## src/rtl/ira_pkg.sv

```systemverilog
package ira_pkg;
  typedef enum logic [2:0] {
    PH_INIT  = 3'd0,
    PH_IDLE  = 3'd1,
    PH_PULSE = 3'd2,
    PH_GAP   = 3'd3,
    PH_HRST  = 3'd4
  } phase_e;
endpackage

```

## src/rtl/ira_sync2.sv

```systemverilog
module ira_sync2 #(
  parameter int unsigned STAGES = 2,
  parameter logic        RST_VAL = 1'b1
) (
  input  logic clk,
  input  logic rst_n,
  input  logic d_i,
  output logic q_o
);
  logic [STAGES-1:0] chain_q;

  always_ff @(posedge clk or negedge rst_n) begin
    if (!rst_n) chain_q <= {STAGES{RST_VAL}};
    else        chain_q <= {chain_q[STAGES-2:0], d_i};
  end

  assign q_o = chain_q[STAGES-1];
endmodule

```

## src/rtl/ira_flag_bank.sv

```systemverilog
module ira_flag_bank #(
  parameter int unsigned N = 4
) (
  input  logic         clk,
  input  logic         rst_n,
  input  logic         hold_clr_i,
  input  logic [N-1:0] cond_i,
  input  logic [N-1:0] mask_i,
  input  logic         rd_clr_i,
  input  logic         take_i,
  output logic [N-1:0] flags_o,
  output logic         req_o
);
  logic [N-1:0] cond_q, flags_q, pend_q;
  logic [N-1:0] rise, flags_d, pend_d;

  assign rise = cond_i & ~cond_q;

  genvar g;
  generate
    for (g = 0; g < N; g++) begin : g_bit
      always_comb begin
        if (hold_clr_i) begin
          flags_d[g] = 1'b0;
          pend_d[g]  = 1'b0;
        end else begin
          flags_d[g] = (flags_q[g] & ~rd_clr_i) | rise[g];
          pend_d[g]  = (pend_q[g] & ~rd_clr_i & ~(take_i & ~mask_i[g])) | rise[g];
        end
      end
    end
  endgenerate

  always_ff @(posedge clk or negedge rst_n) begin
    if (!rst_n) begin
      cond_q  <= '0;
      flags_q <= '0;
      pend_q  <= '0;
    end else begin
      cond_q  <= cond_i;
      flags_q <= flags_d;
      pend_q  <= pend_d;
    end
  end

  assign flags_o = flags_q;
  assign req_o   = |(pend_q & ~mask_i);
endmodule

```

## src/rtl/ira_sequencer.sv

```systemverilog
module ira_sequencer
  import ira_pkg::*;
#(
  parameter int unsigned INIT_CYC  = 30,
  parameter int unsigned PULSE_CYC = 8,
  parameter int unsigned GAP_CYC   = 4,
  parameter int unsigned RST_CYC   = 40
) (
  input  logic   clk,
  input  logic   rst_n,
  input  logic   line_s_i,
  input  logic   req_i,
  output phase_e phase_o,
  output logic   take_o
);
  localparam int unsigned M01  = (INIT_CYC > PULSE_CYC) ? INIT_CYC : PULSE_CYC;
  localparam int unsigned M23  = (GAP_CYC > RST_CYC) ? GAP_CYC : RST_CYC;
  localparam int unsigned MAXC = (M01 > M23) ? M01 : M23;
  localparam int unsigned CW   = $clog2(MAXC + 1);

  phase_e        ph_q, ph_d;
  logic [CW-1:0] cnt_q, cnt_d;

  always_comb begin
    ph_d   = ph_q;
    cnt_d  = cnt_q + CW'(1);
    take_o = 1'b0;
    unique case (ph_q)
      PH_INIT: begin
        if (cnt_q == CW'(INIT_CYC - 1)) begin
          ph_d  = PH_PULSE;
          cnt_d = '0;
        end
      end
      PH_IDLE: begin
        if (!line_s_i) begin
          if (cnt_q == CW'(RST_CYC - 1)) begin
            ph_d  = PH_HRST;
            cnt_d = '0;
          end
        end else begin
          cnt_d = '0;
          if (req_i) begin
            take_o = 1'b1;
            ph_d   = PH_PULSE;
          end
        end
      end
      PH_PULSE: begin
        if (cnt_q == CW'(PULSE_CYC - 1)) begin
          ph_d  = PH_GAP;
          cnt_d = '0;
        end
      end
      PH_GAP: begin
        if (cnt_q == CW'(GAP_CYC - 1)) begin
          ph_d  = PH_IDLE;
          cnt_d = '0;
        end
      end
      PH_HRST: begin
        cnt_d = '0;
        if (line_s_i) ph_d = PH_INIT;
      end
      default: begin
        ph_d  = PH_INIT;
        cnt_d = '0;
      end
    endcase
  end

  always_ff @(posedge clk or negedge rst_n) begin
    if (!rst_n) begin
      ph_q  <= PH_INIT;
      cnt_q <= '0;
    end else begin
      ph_q  <= ph_d;
      cnt_q <= cnt_d;
    end
  end

  assign phase_o = ph_q;
endmodule

```

## src/rtl/intrst_pin_agent.sv

```systemverilog
module intrst_pin_agent
  import ira_pkg::*;
#(
  parameter int unsigned N        = 4,
  parameter int unsigned CLK_MHZ  = 100,
  parameter int unsigned INT_US   = 20,
  parameter int unsigned GAP_US   = 10,
  parameter int unsigned RST_US   = 25000,
  parameter int unsigned INIT_US  = 1000000
) (
  input  logic         clk,
  input  logic         rst_n,
  input  logic         pin_i,
  output logic         pin_pull_o,
  input  logic [N-1:0] cond_i,
  input  logic [N-1:0] mask_i,
  input  logic         flag_rd_i,
  output logic [N-1:0] flags_o,
  output logic         not_ready_o,
  output logic         mod_reset_o
);
  localparam int unsigned PULSE_CYC = INT_US  * CLK_MHZ;
  localparam int unsigned GAP_CYC   = GAP_US  * CLK_MHZ;
  localparam int unsigned RST_CYC   = RST_US  * CLK_MHZ;
  localparam int unsigned INIT_CYC  = INIT_US * CLK_MHZ;

  logic   line_s, req, take, hold_clr;
  phase_e phase;

  ira_sync2 #(.STAGES(2), .RST_VAL(1'b1)) u_sync (
    .clk   (clk),
    .rst_n (rst_n),
    .d_i   (pin_i),
    .q_o   (line_s)
  );

  ira_flag_bank #(.N(N)) u_flags (
    .clk        (clk),
    .rst_n      (rst_n),
    .hold_clr_i (hold_clr),
    .cond_i     (cond_i),
    .mask_i     (mask_i),
    .rd_clr_i   (flag_rd_i),
    .take_i     (take),
    .flags_o    (flags_o),
    .req_o      (req)
  );

  ira_sequencer #(
    .INIT_CYC  (INIT_CYC),
    .PULSE_CYC (PULSE_CYC),
    .GAP_CYC   (GAP_CYC),
    .RST_CYC   (RST_CYC)
  ) u_seq (
    .clk      (clk),
    .rst_n    (rst_n),
    .line_s_i (line_s),
    .req_i    (req),
    .phase_o  (phase),
    .take_o   (take)
  );

  assign hold_clr    = (phase == PH_INIT) || (phase == PH_HRST);
  assign pin_pull_o  = (phase == PH_PULSE);
  assign not_ready_o = hold_clr;
  assign mod_reset_o = (phase == PH_HRST);
endmodule

```

## config.mk

```make
export PLATFORM = sky130hd
export DESIGN_NAME = intrst_pin_agent
export DESIGN_NICKNAME = d
export VERILOG_FILES = /design/src/rtl/ira_pkg.sv /design/src/rtl/ira_sync2.sv /design/src/rtl/ira_flag_bank.sv /design/src/rtl/ira_sequencer.sv /design/src/rtl/intrst_pin_agent.sv
export SDC_FILE = /design/constraint.sdc
export NUM_CORES = 1
export LEC_CHECK = 0
export ABC_AREA = 1
export CAP_MARGIN = 20
export CORE_UTILIZATION = 39
export CTS_CLUSTER_DIAMETER = 40
export DETAILED_ROUTE_END_ITERATION = 10
export DONT_BUFFER_PORTS = 1
export GPL_TIMING_DRIVEN = 0
export SETUP_SLACK_MARGIN = 0.02
export SLEW_MARGIN = 20
export SYNTH_ARGS = -nofsm -noshare
export SYNTH_HDL_FRONTEND = slang
export SYNTH_SLANG_ARGS = --single-unit
```

## constraint.sdc

```tcl
create_clock -name clk -period 3 [get_ports clk]
set_input_delay 0.75 -clock clk [delete_from_list [all_inputs] [get_ports clk]]
set_output_delay 0.75 -clock clk [all_outputs]
set_load 0.05 [all_outputs]
```

==> results.toml <==
[hold_path]
hold_class = "input pin to asynchronous set/reset pin"

[synth]
ys_types = 27
ys_ff_latch = 44
synth_area_leader_cell = "dfrtp_1"
ys.flop_type = "dfrtp_1"
synth_edf_count = 0
synth_area_sq_um = 2410
ys_top_cells_by_area = "dfrtp_1 44%, nor2_1 11%, nand2_1 11%, inv_1 7.8%, xor2_1 4.7%"
synthCells = 324
synth.net_count = 337
seq_area_frac_synth = 0.458
avgSynthCellArea_sq_um = 7.44
synth_most_common_cell = "nor2_1"
synthArstFlopShare = 1.00
yosys_warnings = 0
yosys.area.top_type_share = 0.436
synthTopCellsByCount = "72 x nor2_1, 69 x nand2_1, 50 x inv_1"

[cts]
h-tree-depth = 2
cts_resized = 0
clock_path_buffers = 2
clk_pin_slew_ps = 90
root_buffer = "clkbuf_8"
cts_tree = "done"
numCtsBuffers = 5
post-cts-setup-buffer-count = 0
clock_sink_count = 44
cts_hold_buf = 0
insertion_delay_ps = 310

[setup_path]
cp.required_ps = 2250
cp_max_fo = 4
cp-end-kind = "output port"
arrival_ps = 1680
cp-start-kind = "flop"
critPathKind = "flop to output port"

[drt]
ant_nets = 0
vias = 1952
routedWlPerCell_microns = 12.1
firstDrtPassIters = 4
drt_iter0_markers = 110
finalWirelength_microns = 4930
viasPerCell = 4.80
drc_errors = 0

[cells_and_area]
drive_above_1_share = 0.0813
fin_nets = 344
layout.cells.non_filler = 407
post-route-util = 0.440
num_antenna_cells = 0
final_area_sq_um = 2620
area_delta_synth_final_pct = 8.67

[power_and_ir_drop]
power_density_nw_per_um2 = 413
max-vdd-ir-drop_mv = 0.194
power.total_mw = 1.08
total_leakage_power_nw = 1.25

[placed_design]
gp_congestion = 0.852
place_inst = 399
hpwl_microns = 3670
place_area_sq_um = 2500
io_buffers = 0
place_ws_ps = 819

[floorplanning]
core_sq_um = 5960
die_x_microns = 80.6
pin_count = 19
die-area_sq_um = 6500
dieHeight_microns = 80.6
start_util = 0.405
rows = 28

[timing]
worst_pin_slew_ps = 976
rsz0062_at_grt = "false"
min_period_ps = 2430
finalCritPeriodShare = 0.810
slew_headroom = 0.347
finalWorstSetupSlack_ps = 570
skew_ps = 7.98
finalHoldViolations = 0
slew_violations = 0
finalSetupViolCount = 0
max_freq_mhz = 411
hold_slack_ps = 125
fin_setup_tns_ps = 0

[grt]
grt.overflow.total = 0
grt_max_degree = 45
grt_usage = 0.173
grt_first_pass_wirelength_microns = 8490
antenna_found_initial = 0
grt_pass1_vias = 1911

[outcome]
status = "finished, final reports clean"

[job]
cap_viol_max_count = 0
==> flip-flops by register name (all words and copies together), names as in the netlist <==
signal	count
u_flags.flags_o	4
u_seq.phase_o	3
u_flags.pend_q	4
u_seq.cnt_q	27
u_flags.cond_q	4
u_sync.chain_q	2
==> worst max-delay path, stage by stage (launching register included) <==
cell and delay, ps:
dfrtp_1 420, nor2_1 150, inv_1 70, nor2_1 740
==> final cells by class <==
cell class / instances / area [sq um]
well taps: 75 / 93.8
clock buffers: 5 / 68.8
plain buffers: 2 / 22.5
flip-flops and latches: 44 / 1100
clock inverters: 3 / 46.3
multi-input cells: 224 / 1080
fillers: 633 / 3340
inverters: 54 / 203
==> cells by family after synthesis <==
group | synth area share
and+or+nand+nor | 0.333
buffers and inverters | 0.0935
DFF | 0.458
AOI/OAI and AO/OA | 0.0556
xor gates and xnor gates | 0.0545
adders and majority gates | 0.00519
==> layout by cell type, fill, tap and decap left out, types with 2 or more instances in the layout <==
cell / Yosys / layout
xor2_1: 13 / 13
clkbuf_8: 0 / 5
nor3_1: 6 / 6
nand2_2: 3 / 3
xnor2_1: 2 / 2
dfstp_2: 2 / 2
nand3_1: 18 / 18
o211ai_1: 4 / 4
o21ai_0: 8 / 8
nand2_1: 69 / 69
buf_6: 2 / 2
nand4_1: 6 / 6
a21oi_1: 9 / 9
nor2_2: 3 / 3
dfrtp_1: 42 / 42
inv_1: 50 / 50
nor2_1: 72 / 72
inv_2: 3 / 3
nor3_2: 3 / 3
==> worst paths after layout <==
kind / slack, ps / endpoint / depth (start not counted) / start
worst min-delay path: 130 / u_seq.cnt_q[11] / 0 / rst_n
worst min register to register: 360 / u_sync.chain_q[1] / 0 / u_sync.chain_q[0]
worst max-delay path: 570 / pin_pull_o / 3 / u_seq.phase_o[2]
max in group asynchronous: 2690 / u_sync.chain_q[1] / 0 / rst_n
min in group clk: 360 / u_sync.chain_q[1] / 0 / u_sync.chain_q[0]
worst max register to register: 790 / u_seq.cnt_q[24] / 8 / u_seq.phase_o[2]
==> routing by layer <==
layer / track usage / vias to the layer above / part of all wire
li1: - / 1016 / -
met1: 0.231 / 904 / 0.50
met2: 0.273 / 24 / 0.45
met3: 0.0352 / 8 / 0.032
met4: 0.0643 / 0 / 0.016
met5: 0 / - / 0
==> power breakdown <==
| group | total [mW] | leakage (nW) | internal, mW | switching, mW |
|---|---|---|---|---|
| combinational | 0.00592 | 0.603 | 0.00167 | 0.00425 |
| sequential | 0.599 | 0.589 | 0.598 | 0.00144 |
| clock | 0.475 | 0.0548 | 0.251 | 0.224 |
| total | 1.08 | 1.25 | 0.851 | 0.230 |
No activity file was read; power rests on OpenSTA's default activity.
